===== src/rtl/bitop_pkg.sv =====
package bitop_pkg;
  localparam int DATA_W = 8;
  localparam int REG_W  = 3;

  typedef enum logic [1:0] {
    GRP_SHIFT = 2'd0,
    GRP_TEST  = 2'd1,
    GRP_CLR   = 2'd2,
    GRP_SET   = 2'd3
  } op_group_e;

  typedef enum logic [2:0] {
    S_IDLE, S_DREQ, S_DGET, S_OREQ, S_OGET, S_RREQ, S_RGET
  } seq_state_e;

  localparam logic [REG_W-1:0] MEM_CODE = 3'd6;
endpackage


===== src/rtl/bitop_alu.sv =====
module bitop_alu
  import bitop_pkg::*;
(
  input  logic [4:0]        op_hi,
  input  logic [DATA_W-1:0] opnd,
  input  logic [DATA_W-1:0] flags_in,
  output logic [DATA_W-1:0] result,
  output logic [DATA_W-1:0] flags_out,
  output logic              wr_val,
  output logic              wr_flags
);
  logic [DATA_W-1:0] mask;
  logic [2:0]        sel;
  op_group_e         grp;
  logic              carry;
  logic              hit;

  assign sel = op_hi[2:0];
  assign grp = op_group_e'(op_hi[4:3]);

  for (genvar i = 0; i < DATA_W; i++) begin : g_mask
    assign mask[i] = (sel == i[2:0]);
  end

  assign hit = |(opnd & mask);

  always_comb begin
    result    = opnd;
    flags_out = flags_in;
    carry     = 1'b0;
    wr_val    = 1'b1;
    wr_flags  = 1'b0;
    case (grp)
      GRP_SHIFT: begin
        wr_flags = 1'b1;
        case (sel)
          3'd0: begin carry = opnd[7]; result = {opnd[6:0], opnd[7]};     end
          3'd1: begin carry = opnd[0]; result = {opnd[0], opnd[7:1]};     end
          3'd2: begin carry = opnd[7]; result = {opnd[6:0], flags_in[0]}; end
          3'd3: begin carry = opnd[0]; result = {flags_in[0], opnd[7:1]}; end
          3'd4: begin carry = opnd[7]; result = {opnd[6:0], 1'b0};        end
          3'd5: begin carry = opnd[0]; result = {opnd[7], opnd[7:1]};     end
          3'd6: begin carry = opnd[7]; result = {opnd[6:0], 1'b1};        end
          default: begin carry = opnd[0]; result = {1'b0, opnd[7:1]};     end
        endcase
        flags_out = {result[7], (result == '0), result[5], 1'b0,
                     result[3], ~^result, 1'b0, carry};
      end
      GRP_TEST: begin
        wr_val    = 1'b0;
        wr_flags  = 1'b1;
        flags_out = {1'b0, ~hit, opnd[5], 1'b1, opnd[3], ~hit, 1'b0, flags_in[0]};
      end
      GRP_CLR: result = opnd & ~mask;
      default: result = opnd | mask;
    endcase
  end

  always_comb begin
    if (grp == GRP_TEST) begin
      assert_test_keeps_value_R7: assert (result == opnd && !wr_val);
    end
    if (grp == GRP_CLR || grp == GRP_SET) begin
      assert_single_bit_R8: assert ($countones(result ^ opnd) <= 1 && !wr_flags);
    end
  end
endmodule


===== src/rtl/bitop_tacc.sv =====
module bitop_tacc #(
  parameter int T_W = 8
) (
  input  logic           clk,
  input  logic           rst,
  input  logic           load,
  input  logic [T_W-1:0] load_val,
  input  logic           add,
  input  logic [T_W-1:0] add_val,
  output logic [T_W-1:0] total
);
  always_ff @(posedge clk) begin
    if (rst)       total <= '0;
    else if (load) total <= load_val;
    else if (add)  total <= total + add_val;
  end

  assert_tacc_no_wrap_R5: assert property (@(posedge clk) disable iff (rst)
    add && !load |-> ({1'b0, total} + {1'b0, add_val}) <= {1'b0, {T_W{1'b1}}});
endmodule


===== src/rtl/bitop_sequencer.sv =====
module bitop_sequencer
  import bitop_pkg::*;
#(
  parameter int ADDR_W      = 16,
  parameter int T_W         = 8,
  parameter int T_PLAIN     = 4,
  parameter int T_INDEX     = 8,
  parameter int T_MEM_SHIFT = 7,
  parameter int T_MEM_OTHER = 4
) (
  input  logic              clk,
  input  logic              rst,
  input  logic              start,
  input  logic [1:0]        idx_mode,
  input  logic [ADDR_W-1:0] pc_in,
  input  logic [ADDR_W-1:0] hl,
  input  logic [ADDR_W-1:0] ix,
  input  logic [ADDR_W-1:0] iy,
  input  logic [DATA_W-1:0] flags_in,
  output logic [ADDR_W-1:0] mem_addr,
  output logic              mem_rd,
  output logic              mem_we,
  output logic [DATA_W-1:0] mem_wdata,
  input  logic [DATA_W-1:0] mem_rdata,
  output logic [REG_W-1:0]  rf_raddr,
  input  logic [DATA_W-1:0] rf_rdata,
  output logic              rf_we,
  output logic [REG_W-1:0]  rf_waddr,
  output logic [DATA_W-1:0] rf_wdata,
  output logic              flags_we,
  output logic [DATA_W-1:0] flags_out,
  output logic              refresh_inc,
  output logic [ADDR_W-1:0] pc_out,
  output logic [T_W-1:0]    tstates,
  output logic              busy,
  output logic              done
);
  localparam int DISP_EXT = ADDR_W - DATA_W;

  seq_state_e        state;
  logic              indexed;
  logic              memop;
  logic [ADDR_W-1:0] ea;
  logic [ADDR_W-1:0] pc_start;
  logic [DATA_W-1:0] opcode;
  logic [REG_W-1:0]  dst;
  logic              start_ok;
  logic              start_idx;
  logic              fetch_mem;
  logic [DATA_W-1:0] operand;
  logic [DATA_W-1:0] alu_res;
  logic [DATA_W-1:0] alu_flags;
  logic              alu_wv;
  logic              alu_wf;
  logic              t_add;
  logic [T_W-1:0]    t_load_val;
  logic [T_W-1:0]    t_add_val;

  assign busy      = (state != S_IDLE);
  assign start_ok  = (state == S_IDLE) && start;
  assign start_idx = |idx_mode;
  assign fetch_mem = indexed || (mem_rdata[2:0] == MEM_CODE);
  assign operand   = memop ? mem_rdata : rf_rdata;

  assign t_load_val = start_idx ? T_W'(T_INDEX) : T_W'(T_PLAIN);
  assign t_add      = (state == S_OGET) && fetch_mem;
  assign t_add_val  = (mem_rdata[7:6] == 2'b00) ? T_W'(T_MEM_SHIFT) : T_W'(T_MEM_OTHER);

  bitop_alu u_alu (
    .op_hi    (opcode[7:3]),
    .opnd     (operand),
    .flags_in (flags_in),
    .result   (alu_res),
    .flags_out(alu_flags),
    .wr_val   (alu_wv),
    .wr_flags (alu_wf)
  );

  bitop_tacc #(.T_W(T_W)) u_tacc (
    .clk     (clk),
    .rst     (rst),
    .load    (start_ok),
    .load_val(t_load_val),
    .add     (t_add),
    .add_val (t_add_val),
    .total   (tstates)
  );

  always_ff @(posedge clk) begin
    if (rst) begin
      state       <= S_IDLE;
      indexed     <= 1'b0;
      memop       <= 1'b0;
      ea          <= '0;
      pc_start    <= '0;
      opcode      <= '0;
      dst         <= '0;
      mem_addr    <= '0;
      mem_rd      <= 1'b0;
      mem_we      <= 1'b0;
      mem_wdata   <= '0;
      rf_raddr    <= '0;
      rf_we       <= 1'b0;
      rf_waddr    <= '0;
      rf_wdata    <= '0;
      flags_we    <= 1'b0;
      flags_out   <= '0;
      refresh_inc <= 1'b0;
      pc_out      <= '0;
      done        <= 1'b0;
    end else begin
      mem_rd      <= 1'b0;
      mem_we      <= 1'b0;
      rf_we       <= 1'b0;
      flags_we    <= 1'b0;
      refresh_inc <= 1'b0;
      done        <= 1'b0;
      case (state)
        S_IDLE: if (start) begin
          indexed     <= start_idx;
          ea          <= (idx_mode == 2'b00) ? hl : (idx_mode == 2'b01) ? ix : iy;
          pc_start    <= pc_in;
          mem_rd      <= 1'b1;
          mem_addr    <= pc_in;
          pc_out      <= pc_in + 1'b1;
          refresh_inc <= !start_idx;
          state       <= start_idx ? S_DREQ : S_OREQ;
        end
        S_DREQ: state <= S_DGET;
        S_DGET: begin
          ea       <= ea + {{DISP_EXT{mem_rdata[7]}}, mem_rdata};
          mem_rd   <= 1'b1;
          mem_addr <= pc_out;
          pc_out   <= pc_out + 1'b1;
          state    <= S_OREQ;
        end
        S_OREQ: state <= S_OGET;
        S_OGET: begin
          opcode <= mem_rdata;
          dst    <= mem_rdata[2:0];
          memop  <= fetch_mem;
          if (fetch_mem) begin
            mem_rd   <= 1'b1;
            mem_addr <= ea;
          end else begin
            rf_raddr <= mem_rdata[2:0];
          end
          state <= S_RREQ;
        end
        S_RREQ: state <= S_RGET;
        default: begin
          flags_we  <= alu_wf;
          flags_out <= alu_flags;
          if (memop && alu_wv) begin
            mem_we    <= 1'b1;
            mem_addr  <= ea;
            mem_wdata <= alu_res;
          end
          if ((!memop && alu_wv) || (indexed && dst != MEM_CODE)) begin
            rf_we    <= 1'b1;
            rf_waddr <= dst;
            rf_wdata <= alu_res;
          end
          done  <= 1'b1;
          state <= S_IDLE;
        end
      endcase
    end
  end

  assert_done_pulse_R10: assert property (@(posedge clk) disable iff (rst)
    done |=> !done);
  assert_refresh_plain_R1: assert property (@(posedge clk) disable iff (rst)
    refresh_inc |-> (state == S_OREQ) && !indexed);
  assert_copy_skip6_R4: assert property (@(posedge clk) disable iff (rst)
    rf_we |-> rf_waddr != MEM_CODE);
  assert_rmw_order_R9: assert property (@(posedge clk) disable iff (rst)
    mem_we |-> memop && !mem_rd && done);
  assert_pc_step_R2: assert property (@(posedge clk) disable iff (rst)
    done |-> pc_out == pc_start + (indexed ? ADDR_W'(2) : ADDR_W'(1)));
  assert_tcost_set_R5: assert property (@(posedge clk) disable iff (rst)
    done |-> (tstates == T_W'(T_PLAIN)) ||
             (tstates == T_W'(T_PLAIN + T_MEM_SHIFT)) ||
             (tstates == T_W'(T_PLAIN + T_MEM_OTHER)) ||
             (tstates == T_W'(T_INDEX + T_MEM_SHIFT)) ||
             (tstates == T_W'(T_INDEX + T_MEM_OTHER)));
endmodule


===== config.mk =====
export PLATFORM = sky130hd
export DESIGN_NAME = bitop_sequencer
export DESIGN_NICKNAME = d
export VERILOG_FILES = /design/src/rtl/bitop_pkg.sv /design/src/rtl/bitop_alu.sv /design/src/rtl/bitop_tacc.sv /design/src/rtl/bitop_sequencer.sv
export SDC_FILE = /design/constraint.sdc
export NUM_CORES = 1
export LEC_CHECK = 0
export ABC_AREA = 1
export BUFFER_PORTS_ARGS = -buffer_cell sky130_fd_sc_hd__buf_2
export CORE_MARGIN = 2
export CORE_UTILIZATION = 50
export CTS_CLUSTER_SIZE = 25
export DETAILED_ROUTE_END_ITERATION = 16
export PLACE_DENSITY = 0.78
export SLEW_MARGIN = 20
export SYNTH_ARGS = -nofsm -noshare
export SYNTH_HDL_FRONTEND = slang
export SYNTH_HIERARCHICAL = 1
export SYNTH_SLANG_ARGS = --single-unit

===== constraint.sdc =====
create_clock -name clk -period 2.1 [get_ports clk]
set_clock_uncertainty 0.2 [all_clocks]
set_input_delay 0.21 -clock clk [delete_from_list [all_inputs] [get_ports clk]]
set_output_delay 0.21 -clock clk [all_outputs]
set_load 0.02 [all_outputs]

* Word level (Yosys, flattened, before mapping) *
Cells that the tools add are included.

storage, ports and cells
  register bits = 108
  input port bits = 93
  output and inout port bits = 77
  logic and storage cells = 118

operators by class
  $add $sub $neg = 4
  eq/ne operators = 19
  mux-type cells = 31
  bitwise gates (word level) = 10
  reductions and logical operators = 34

operator list
  cell                   number
  $mux 16                7
  $pmux 16 s2            2
  $pmux 16 s4            1
  $pmux 8 s7             1
  $add 16x1->16 const B  2
  $mux 8                 4
  $pmux 8 s3             1
  $eq 3x3->1 const B     7
  $pmux 3 s6             1
  $add 16x16->16         1
  $and 8x8->8            2
  $pmux 8 s2             1
  $eq 3x2->1 const B     4
  $reduce_and 2->1       5
  $add 8x3->8            1
  $logic_not 8->1        1
  $mux 1                 8
  $not 8->8              1
  $or 8x8->8             1
  $reduce_or 8->1        1
  $reduce_xnor 8->1      1
  $reduce_or 7->1        1
  $eq 3x1->1 const B     2
  $logic_not 2->1        3
  21 further kinds       39

* Longest topological paths before layout *
Gate-level depths: netlist (run 1).

  depth in word-level cells = 5
  gate-level depth with buffers = 18
  depth with buffers taken out = 17

* By module *
Netlist (run 1), hierarchy kept.

modules (own cells, without submodules)
  module           times used  cells each  area each (sq um)
  bitop_sequencer  1           894         5810.6
  bitop_alu        1           147         735.7
  bitop_tacc       1           102         691.9

* Worst setup path before layout (run 1) *
OpenSTA, ideal clock, no wires.

  path type = flip-flop to flip-flop
  from = register memop
  to = register flags_out[2]
  library setup time = 0.116 ns
  arrival = 1.958 ns
  required time = 1.784 ns
  path slack = -0.174 ns
  cell stages (with the launch flop) = 17
  path buffers = 1
  clock period less this slack = 2.274 ns
  cells stage by stage = dfxtp_1 -> buf_4 -> inv_2 -> nand2_1 -> nand2_1 -> inv_1 -> o21ai_1 -> nor2_1 -> ha_1 -> xor2_1 -> nand2_1 -> nand3_1 -> nand2_1 -> inv_1 -> nand2_1 -> o21ai_0 -> nor2_1

on the way
  longest elaborated chain between the ends = 5

RTL lines
  what                                            line                              text
  start, declared                                 bitop_sequencer.sv:42             logic memop;
  start signal, assigned                          bitop_sequencer.sv:141            memop <= fetch_mem;
  $mux 8 *                                        bitop_sequencer.sv:63             assign operand = memop ? mem_rdata : rf_rdata;
  net operand[7]                                  bitop_sequencer.sv:50             logic [DATA_W-1:0] operand;
  $pmux 8 s7 or $and 8x8->8 (tied branches)       bitop_alu.sv:36, bitop_alu.sv:25
  $mux 8 or $reduce_or 8->1 (tied branches)       bitop_alu.sv:33, bitop_alu.sv:25
  $reduce_xnor 8->1 or $not 1->1 (tied branches)  bitop_alu.sv:47, bitop_alu.sv:52
  $pmux 8 s2 *                                    bitop_alu.sv:33                   case (grp)
  net alu_flags[2]                                bitop_sequencer.sv:52             logic [DATA_W-1:0] alu_flags;
  end signal, assigned                            bitop_sequencer.sv:153            flags_out <= alu_flags;
  end, declared                                   bitop_sequencer.sv:31             output logic [DATA_W-1:0] flags_out,

Mark *: on every way through the listed nets, which the timed path passes. The rest lies on a longest branch. The select of a mux whose other input is x is not followed.
A chain may end at the register's enable or synchronous reset.

* Worst setup path in the final report (run 1) *
Ends and elaborated chain as after synthesis.

==> results of run 1 <==
==> worst max path at each step <==
stage,startpoint,endpoint,depth (start not counted)
floorplan,memop$_SDFFE_PP0N_,flags_out[2]$_SDFFE_PP0N_,16
finish,memop$_SDFFE_PP0N_,flags_out[2]$_SDFFE_PP0N_,17
global placement,memop$_SDFFE_PP0N_,flags_out[2]$_SDFFE_PP0N_,18
CTS,memop$_SDFFE_PP0N_,flags_out[2]$_SDFFE_PP0N_,17
global route,memop$_SDFFE_PP0N_,flags_out[2]$_SDFFE_PP0N_,13
detailed placement,memop$_SDFFE_PP0N_,flags_out[2]$_SDFFE_PP0N_,18
==> sequential cells by signal, indices dropped and copies added (netlist names) <==
| register | flops |
|---|---|
| ea | 16 |
| done | 1 |
| mem_addr | 16 |
| mem_we | 1 |
| pc_out | 16 |
| rf_waddr | 3 |
| mem_wdata | 8 |
| flags_we | 1 |
| opcode | 8 |
| u_tacc/total | 8 |
| rf_wdata | 8 |
| memop | 1 |
| state | 3 |
| rf_we | 1 |
| refresh_inc | 1 |
| mem_rd | 1 |
| flags_out | 8 |
| rf_raddr | 3 |
| indexed | 1 |
==> final cells by class <==
cell class / instances / area [um2]
Clock buffer: 9 / 225
Clock inverter: 7 / 83.8
Fill cell: 1324 / 4520
Inverter: 132 / 507
Multi-Input combinational cell: 871 / 4690
Sequential cell: 105 / 2110
Tap cell: 180 / 225
Timing Repair Buffer: 261 / 1620
Timing Repair inverter: 1 / 6.26
==> cells by family (layout without fill, tap and decap cells) <==
family / after synthesis / count (layout) / share of synthesized area, %
compound gates: 249 / 249 / 19.3
xor+xnor: 13 / 13 / 1.57
simple gates: 568 / 568 / 34.5
flops: 105 / 105 / 29.0
fa+ha+maj: 29 / 29 / 5.22
buf+inv: 177 / 410 / 10.3
other cells: 2 / 12 / 0.104
==> power groups by stage <==
stage | Combinational, W | Clock (W) | Sequential (W)
5_1_grt | 0.00283 | 0.00186 | 0.00238
2_1_floorplan | 0.00146 | 0 | 0.00250
3_5_place_dp | 0.00234 | 0 | 0.00240
3_3_place_gp | 0.00232 | 0 | 0.00240
6_report | 0.00256 | 0.00176 | 0.00236
4_1_cts | 0.00238 | 0.00179 | 0.00235
==> per-layer routing <==
metal / wire (um) / vias up / track usage [%]
met2: 11200 / 395 / 48.7
met5: 0 / - / 0
li1: - / 4208 / -
met1: 10200 / 3787 / 39.1
met3: 1940 / 43 / 5.50
met4: 603 / 0 / 9.91
==> repair_timing <==
item | 4_1_cts | 5_1_grt
gates cloned | 1 | 0
setup endpoints to repair | 9 | 37
hold buffers | 8 | 0
endpoints found under the hold margin | 8 | 0
pin swaps | 7 | 25
buffers inserted | 2 | 10
resized for setup | 13 | 72
==> through the flow <==
stage	setup slack (ns)	setup TNS [ns]	util (%)
detailed placement	-0.104	-0.237	62.5
global route	-0.203	-0.709	67.7
global placement	-0.0795	-0.0896	62.5
finish	-0.0361	-0.0361	67.7
CTS	-0.00164	-0.00164	65.5
floorplan	0.0181	0	-
==> worst max-delay path: cells and delay by family (launching register included) <==
family | cells | cell delay [ns]
adder cells (fa/ha/maj) | 1 | 0.27
XOR/XNOR | 1 | 0.14
AO/OA/AOI/OAI | 1 | 0.10
buffers and inverters | 4 | 0.28
AND/OR/NAND/NOR | 10 | 0.60
flip-flops | 1 | 0.44
==> placed cells by master (no fill, tap or decap), types with 6 or more instances in the layout <==
| cell type | instances |
|---|---|
| nor3_1 | 10 |
| nand3_1 | 87 |
| ha_1 | 23 |
| conb_1 | 12 |
| dlygate4sd3_1 | 8 |
| xor2_1 | 8 |
| inv_2 | 8 |
| o21ai_1 | 9 |
| inv_1 | 120 |
| dfxtp_1 | 100 |
| nand2_2 | 21 |
| a31oi_1 | 6 |
| nor2_1 | 95 |
| o21a_1 | 8 |
| o21ai_0 | 97 |
| nor2_2 | 9 |
| a21oi_1 | 79 |
| nor2_4 | 11 |
| nand3_2 | 6 |
| nand4_1 | 9 |
| nand2_1 | 292 |
| a22oi_1 | 7 |
| o21ai_2 | 10 |
| nand2_4 | 11 |
| a211oi_1 | 10 |
| buf_4 | 74 |
| clkbuf_16 | 9 |
| buf_2 | 169 |
==> run summary, run 1 <==
status: complete, but fails checks
failing checks: negative setup slack
Seq pwr share: 35.4%
Cells after Synth: 1143
Unique masters post-synth: 51
#FFs+latches synth: 105
Top FF cell, synth: dfxtp_1
critical path startpoint category: flip-flop
CP endpoint kind: flip-flop
Async SR Flop Fraction: 0%
WP data required: 2.17 ns
clock network power share: 26.4%
Synth top cells by count: nand2_1, inv_1, o21ai_0
Worst Hold Launch: flags_in[1]
PwrDens: 705 mW/mm2
R2R Path End: flags_out[2]$_SDFFE_PP0N_
Worst Hold Class: in -> reg
largest net degree at the start of global routing: 67
hold path cells: 5
# diodes: 0
Area growth syn-to-layout: 30.9%
Synth area leaders: dfxtp_1, nand2_1, o21ai_0, nand3_1, inv_1
Final #Nets: 1503
post-detail-place hpwl: 17800 um
Slew Limit Fails: 0
crit-path max FO: 7
Crit Reg-Reg Startpoint: memop$_SDFFE_PP0N_
Synth Warn #: 6
crit-path most repeated cell: nand2_1
I/O pin count: 170
Worst-Margin Slew: 0.520 ns
slew margin rel.: 65.3%
die area: 0.0155 mm2
CP max stage cell: dfxtp_4
Worst EP arrival: 2.20 ns
Pre-Repair DR Iteration Count: 8
Iter 0 DRT Violations: 712
total power: 0.00668 W
FP Rows: 43
Cell Area, Placed: 0.00874 mm2
all-layer global routing usage: 29.6%
final cell count without fillers: 1566
first-pass GRT wire length: 37800 um
post-synthesis cell area: 0.00724 mm2
Synth Area per Inst: 6.33 um2
Die Wd: 124 um
CTS H-tree depth: 3
die height: 124 um
drt total wl: 24000 um
Starting Density: 51.7%
Core Footprint: 0.0140 mm2
leading area contributor after synthesis: dfxtp_1
cell chain of the critical path: buf_6 > nand2_4 > nand2_4 > inv_2 > nor2_1 > nor2_1 > nand2_1 > inv_2 > ha_4 > xor2_1 > nand2_1 > nand3_1 > nand2_1 > inv_1 > nand2_1 > o21ai_2 > nor2_1
Switching Power: 0.00266 W
DR WL/cell: 15.3 um
Worst-path clk slew: 0.08 ns
TritonCTS clock tree: built
Combinational Power Share: 38.3%
initial antenna violation count: 0
Antenna Nets Post-Route: 0
# DRC: 0
Vias: 8433
Period minus WS final: 2.14 ns
Final Hold Fails: 0
P_leak: 4.87 nW
via/cell ratio: 5.39
Root Buffer: clkbuf_16
Final WS setup: -0.0361 ns
sw frac: 39.8%
worst min-delay path endpoint: flags_out[1]$_SDFFE_PP0N_
CP Class: reg -> reg
EDFF count, synth: 0
share of cells above drive strength 1: 26.8%
period utilization: 102%
flop-to-flop setup slack: -0.04 ns
design area: 0.00947 mm2
sequential fraction of the synthesis area: 29.0%
R2R cell count: 17
Achievable Freq: 468 MHz
RSZ-0062 raised after global routing: true
final setup violating endpoints: 1
input/output buffers: 169
clock sinks: 105
clock buffer count from CTS: 9
RePlAce Congestion: 0.937
top-area cell type share of the netlist area: 29.0%
P_int: 0.00402 W
Hold Slack: 0.00692 ns
Placed Instances: 1531
crit-path max cell delay: 0.44 ns
maxcap violations: 0
later-pin clock latency in the skew report: 0.36 ns
global-route congestion overflow total: 0
vias in the first global route: 7697
peak supply drop: 0.573 mV
CTS Buffer Depth: 2
top-count cell post-synth: nand2_1
Note: power is estimated with default switching activity, not from simulation.
==> run 2: changes to the inputs <==
Settings changed: CORE_UTILIZATION 50 to 55, PLACE_DENSITY 0.78 to 0.9.
Clock period 2.1 ns to 2.05 ns, I/O delays scaled along.
==> run 2 against run 1 <==
  * The run ends with negative hold slack, negative setup slack left
  * Setup slack got worse by 0.071 ns
  * Power rose by 10%
  * Die area fell by 8.8%
  * Flip-flop and latch count did not move
  * Core utilization rose by 9.8 points
  * Critical path depth fell by 7
  * Design area rose by 4.1%
  * First-iteration DRC count rose by 81%
  * Global-route usage rose by 4.7 points
  * Sequential power rose by 3%
  * Count of clock-buffer cells in the layout rose by 1
  * Critical path type unchanged
==> run summary, run 2 (synthesized netlist as in run 1, its figures left out) <==
period utilization: 105%
crit-path leading delay family: compound AO/OA/AOI/OAI gates
cell chain of the critical path: nor2_4 > buf_12 > nand2_8 > buf_12 > inv_4 > buf_12 > a21oi_1 > a31oi_1 > o21ai_1 > a21oi_1
# DRC: 0
DR WL/cell: 17.4 um
Iter 0 DRT Violations: 1292
WP data required: 2.15 ns
peak supply drop: 0.590 mV
final setup violating endpoints: 11
later-pin clock latency in the skew report: 0.37 ns
P_leak: 5.04 nW
PwrDens: 746 mW/mm2
clock sinks: 105
Final #Nets: 1527
crit-path most repeated cell: buf_12
TritonCTS clock tree: built
RSZ-0062 raised after global routing: true
crit-path max cell delay: 0.35 ns
Starting Density: 56.9%
die height: 119 um
fillers: 888
Pre-Repair DR Iteration Count: 8
Worst Hold Class: in -> reg
Vias: 9322
Final WS setup: -0.107 ns
largest registers: ea (16), mem_addr (16), pc_out (16)
Root Buffer: clkbuf_16
I/O pin count: 170
via/cell ratio: 5.89
first-pass GRT wire length: 39200 um
Area growth syn-to-layout: 36.2%
crit-path max FO: 12
CP max stage cell: a31oi_1
RePlAce Congestion: 0.953
failing checks: negative hold slack, negative setup slack
CP Class: reg -> reg
largest net degree at the start of global routing: 40
clock buffer count from CTS: 9
share of cells above drive strength 1: 29.6%
Worst EP arrival: 2.25 ns
Slew Limit Fails: 0
maxcap violations: 0
Achievable Freq: 464 MHz
drt total wl: 27500 um
global-route congestion overflow total: 0
die area: 0.0141 mm2
commonest non-fill, non-tap cell in the layout: nand2_1
Die Wd: 119 um
total power: 0.00735 W
vias in the first global route: 8183
post-detail-place hpwl: 18600 um
critical path startpoint category: flip-flop
Worst-path clk slew: 0.09 ns
Hold Slack: -0.00304 ns
most frequent cells in the layout: nand2_1, buf_2, inv_1, dfxtp_1, nor2_1
input/output buffers: 169
Period minus WS final: 2.16 ns
Worst-Margin Slew: 0.641 ns
initial antenna violation count: 0
CTS Buffer Depth: 2
status: complete, but fails checks
Core Footprint: 0.0127 mm2
FP Rows: 41
Final Core Density: 77.5%
# diodes: 0
CP endpoint kind: flip-flop
Antenna Nets Post-Route: 0
all-layer global routing usage: 34.3%
slew margin rel.: 57.2%
Setup TNS: -0.514 ns
CP Buf/Inv Count: 4
Final Hold Fails: 1
CTS H-tree depth: 3
run 2: changes by cell type in the layout (fill, tap and decap cells not counted), sizes merged:
cell         previous run  this run
clkbuf                 10        12
clkinv                  5         2
bufinv                  0         1
dlygate4sd3             8         4
inv                   134       133
buf                   252       280
clkinvlp                1         2
run 2: timing repair:
| action | 4_1_cts | 5_1_grt |
|---|---|---|
| buffers inserted | 3 | 12 |
| hold buffers | 4 | 0 |
| cloned | 0 | 3 |
| gates resized for setup | 17 | 94 |
| pin swaps | 3 | 22 |
| endpoints found under the hold margin | 5 | 0 |
| setup endpoints to repair | 11 | 38 |
run 2: layout make-up:
type	instances	area (um2)	share of cell area (%)
Timing Repair Buffer	286	1950	19.8
Clock inverter	6	85.1	0.863
Tap cell	172	215	2.18
Sequential cell	105	2110	21.4
Inverter	132	514	5.22
Multi-Input combinational cell	871	4750	48.1
Clock buffer	10	229	2.32
run 2: per-stage QoR:
step | area, um2 | std cells | setup slack [ns]
global route | 9860 | 1582 | -0.164
global placement | 8980 | 1544 | -0.249
finish | 9860 | 1582 | -0.107
detailed placement | 8980 | 1544 | -0.256
CTS | 9410 | 1567 | -0.0371
floorplan | 7320 | 1153 | 0.00225
run 2: final timing paths:
kind | end | slack (ns) | start | cells past startpoint
worst max register to register | ea[2]$_SDFFE_PP0P_ | -0.11 | state[2]$_SDFFE_PP0N_ | 10
worst max-delay path | ea[2]$_SDFFE_PP0P_ | -0.11 | state[2]$_SDFFE_PP0N_ | 10
worst min register to register | rf_waddr[0]$_SDFFE_PP0P_ | 0.26 | rf_waddr[0]$_SDFFE_PP0P_ | 2
worst min-delay path | flags_out[1]$_SDFFE_PP0N_ | -0.003 | flags_in[1] | 5
run 2: where the power goes:
group / internal, W / switching, W
Combinational: 0.00117 / 0.00182
Clock: 0.000983 / 0.000931
Sequential: 0.00224 / 0.000200
Total: 0.00440 / 0.00296
run 2: worst register-to-register path, stage by stage (launching register included):
cell and delay (ns):
dfxtp_2 0.34, nor2_4 0.18, buf_12 0.16, nand2_8 0.08, buf_12 0.16, inv_4 0.08, buf_12 0.11, a21oi_1 0.04
a31oi_1 0.35, o21ai_1 0.17, a21oi_1 0.21
run 2: per-layer routing:
layer	part of all wire [%]	GRT usage, %	vias up
met5	0	0	-
met3	11	5.31	170
met1	37	42.1	4146
met4	5.8	18.2	0
li1	-	-	4265
met2	46	57.5	741
==> run 3: changes to the inputs <==
Settings changed: CORE_UTILIZATION 55 to 50, PLACE_DENSITY 0.9 to 0.87, TNS_END_PERCENT from default to 100.
Clock period 2.05 ns to 1.8 ns, I/O delays scaled along.
==> run 3 against run 2 <==
  * The run now fails in 5_1_grt
  * Area after synthesis unchanged
  * Synthesized cell count unchanged
==> run summary, run 3 <==
Unique masters post-synth: 51
CTS Buffer Depth: 2
Post-Synth Simple-Gate Area: 34.5%
Die Wd: 124 um
Cells after Synth: 1143
Async SR Flop Fraction: 0%
Synth Area per Inst: 6.33 um2
leading area contributor after synthesis: dfxtp_1
input/output buffers: 169
Synth top cells by count: nand2_1, inv_1, o21ai_0
DP Worst Slack: -0.401 ns
XOR/XNOR Fraction of Synth Area: 1.57%
clock sinks: 105
clock buffer count from CTS: 9
top-count cell post-synth: nand2_1
Run Error: [ERROR GRT-0232] Routing congestion too high. Check the congestion heatmap in the GUI.
Top FF cell, synth: dfxtp_1
post-detail-place hpwl: 19200 um
largest net degree at the start of global routing: 67
EDFF count, synth: 0
sequential fraction of the synthesis area: 29.0%
die height: 124 um
top-area cell type share of the netlist area: 29.0%
Root Buffer: clkbuf_16
type of pin the worst path ends at: register input
I/O pin count: 170
CTS H-tree depth: 3
Adder-Cell Fraction of Synth Area: 5.22%
RePlAce Congestion: 0.932
Synth Warn #: 6
halt point of the flow: 5_1_grt
Synth Area in Compound Gates: 19.3%
all-layer global routing usage: 78.4%
GRT worst endpoint: flags_out[2]$_SDFFE_PP0N_/D
post-synthesis cell area: 0.00724 mm2
status: did not finish
Synth area leaders: dfxtp_1, nand2_1, o21ai_0, nand3_1, inv_1
Cell Area, Placed: 0.00958 mm2
FP Rows: 43
#FFs+latches synth: 105
Starting Density: 51.7%
mux contribution to synthesized area: 0%
global-route congestion overflow total: 151
main combinational cell family by area after synthesis: simple AND/OR/NAND/NOR gates
run 3: cell counts after synthesis:
No cell type changed its count.
run 3: repair_timing:
action / in CTS
hold buffers: 10
setup buffers: 38
endpoints found under the setup margin: 76
endpoints found under the hold margin: 11
resized for setup: 218
gates cloned: 10
pin swaps: 71
run 3: logic make-up after synthesis:
logic type      Yosys count
fa+ha+maj                29
other cells               2
simple gates            568
buf+inv                 177
flops                   105
compound gates          249
xor+xnor                 13
run 3: through the flow:
stage / hold slack [ns] / TNS (ns) / cells
after global placement: 0.247 / -3.84 / 1613
after CTS: 0.0150 / -4.96 / 1681
after floorplan: 0.0508 / -0.698 / 1153
after detailed placement: 0.253 / -6.61 / 1613
run 3: per-layer routing:
layer | track usage [%] | GRT overflow
met5 | 30.7 | 0
met4 | 81.1 | 70
met3 | 63.1 | 0
met2 | 94.3 | 80
met1 | 77.6 | 1
==> run 4: changes to the inputs <==
Settings changed: CORE_UTILIZATION 50 to 40, CTS_CLUSTER_SIZE 25 to default, PLACE_DENSITY 0.87 to default, PLACE_DENSITY_LB_ADDON from default to 0.15.
Clock period 1.8 ns to 2.35 ns, I/O delays scaled along.
==> run 4 against run 3 <==
  * The flow now finishes without violations
==> run summary, run 4 (synthesized netlist as in run 1, its figures left out) <==
status: finished clean
most frequent cells in the layout: nand2_1, buf_2, inv_1, nor2_1, dfxtp_1
cell chain of the critical path: dlygate4sd3_1 > buf_2 > nand2_1 > nand2_1 > inv_1 > o21ai_0 > inv_1 > ha_1 > xor2_1 > nand2_1 > nand3_1 > nand2_1 > inv_1 > nand2_1 > o21ai_1 > nor2_1
Final #Nets: 1459
flop-to-flop setup slack: 0.13 ns
CP max stage cell: dlygate4sd3_1
final setup violating endpoints: 0
later-pin clock latency in the skew report: 0.36 ns
WP data required: 2.41 ns
Worst-path clk slew: 0.08 ns
die height: 139 um
Area growth syn-to-layout: 23.5%
crit-path max FO: 3
Hold Slack: 0.0133 ns
via/cell ratio: 5.08
largest net degree at the start of global routing: 67
vias in the first global route: 7274
RePlAce Congestion: 0.911
Starting Density: 40.6%
die area: 0.0192 mm2
FP Rows: 49
P_leak: 4.61 nW
drt total wl: 24200 um
critical path startpoint category: input pin
Iter 0 DRT Violations: 398
I/O pin count: 170
crit-path most repeated cell: nand2_1
Slew Limit Fails: 0
share of cells above drive strength 1: 21.8%
post-detail-place hpwl: 18800 um
peak supply drop: 0.518 mV
first-pass GRT wire length: 38400 um
largest registers: ea (16), mem_addr (16), pc_out (16)
initial antenna violation count: 0
Pre-Repair DR Iteration Count: 5
Period minus WS final: 2.23 ns
all-layer global routing usage: 24.8%
global-route congestion overflow total: 0
maxcap violations: 0
Core Footprint: 0.0178 mm2
CP Class: in -> reg
RSZ-0062 raised after global routing: true
# DRC: 0
Final WS setup: 0.124 ns
Worst Hold Class: in -> reg
DR WL/cell: 15.4 um
input/output buffers: 169
CTS H-tree depth: 3
Worst EP arrival: 2.28 ns
Final Hold Fails: 0
Worst-Margin Slew: 0.601 ns
Antenna Nets Post-Route: 0
fillers: 1917
CTS Buffer Depth: 2
slew margin rel.: 59.9%
DP Worst Slack: 0.0378 ns
clock sinks: 105
CP endpoint kind: flip-flop
period utilization: 94.7%
clock buffer count from CTS: 9
PwrDens: 648 mW/mm2
# diodes: 0
crit-path max cell delay: 0.52 ns
Die Wd: 139 um
Root Buffer: clkbuf_16
Vias: 7987
Achievable Freq: 449 MHz
TritonCTS clock tree: built
commonest non-fill, non-tap cell in the layout: nand2_1
run 4: final cells by class:
class / instances / area, um2 / area share [%]
clock buffer: 9 / 225 / 2.52
multi-input combinational: 871 / 4490 / 50.2
timing repair buffer: 218 / 1250 / 14.0
inverter: 132 / 498 / 5.57
tap: 229 / 287 / 3.21
sequential: 105 / 2110 / 23.6
clock inverter: 7 / 85.1 / 0.952
run 4: path summary, 6_finish.rpt:
check / start / end / cells past startpoint
hold reg to reg: rf_wdata[5]$_SDFFE_PP0P_ / rf_wdata[5]$_SDFFE_PP0P_ / 2
setup / recovery: mem_rdata[5] / flags_out[2]$_SDFFE_PP0N_ / 16
hold / removal: mem_rdata[2] / rf_raddr[2]$_SDFFE_PP0P_ / 3
setup reg to reg: memop$_SDFFE_PP0N_ / flags_out[2]$_SDFFE_PP0N_ / 16
run 4: through the flow:
step	cell area (um2)	power (W)	util (%)	setup TNS, ns	cells
after global routing	8940	0.00617	50.1	-0.102	1571
after detailed placement	8510	0.00418	47.7	0	1549
after CTS	8850	0.00580	49.6	0	1568
after floorplan	7280	0.00353	-	0	1153
after global placement	8510	0.00418	47.7	0	1549
final	8940	0.00579	50.1	0	1571
run 4: routing by layer:
| layer | vias to the layer above | track usage, % | wire length (um) |
|---|---|---|---|
| met2 | 256 | 40.1 | 10900 |
| met5 | - | 0 | 0 |
| li1 | 4141 | - | - |
| met4 | 0 | 8.22 | 622 |
| met1 | 3556 | 34.1 | 11400 |
| met3 | 34 | 3.74 | 1290 |
run 4: what timing repair did:
action / 4_1_cts / 5_1_grt
hold buffers: 3 / 0
setup buffers: 0 / 3
endpoints found under the setup margin: 0 / 54
gates resized for setup: 0 / 29
hold endpoints to repair: 3 / 0
run 4: report_power, final:
group	switching, W	leakage (nW)	internal (W)
logic	0.00133	3.60	0.000748
registers	0.000162	0.861	0.00195
clock network	0.000832	0.147	0.000765
run 4: critical path, delay by kind of cell:
kind	cells	cell delay (ns)
AND/OR/NAND/NOR	7	0.43
XOR/XNOR	1	0.16
AO/OA/AOI/OAI	2	0.28
adder cells (fa/ha/maj)	1	0.32
buffers and inverters	5	0.86
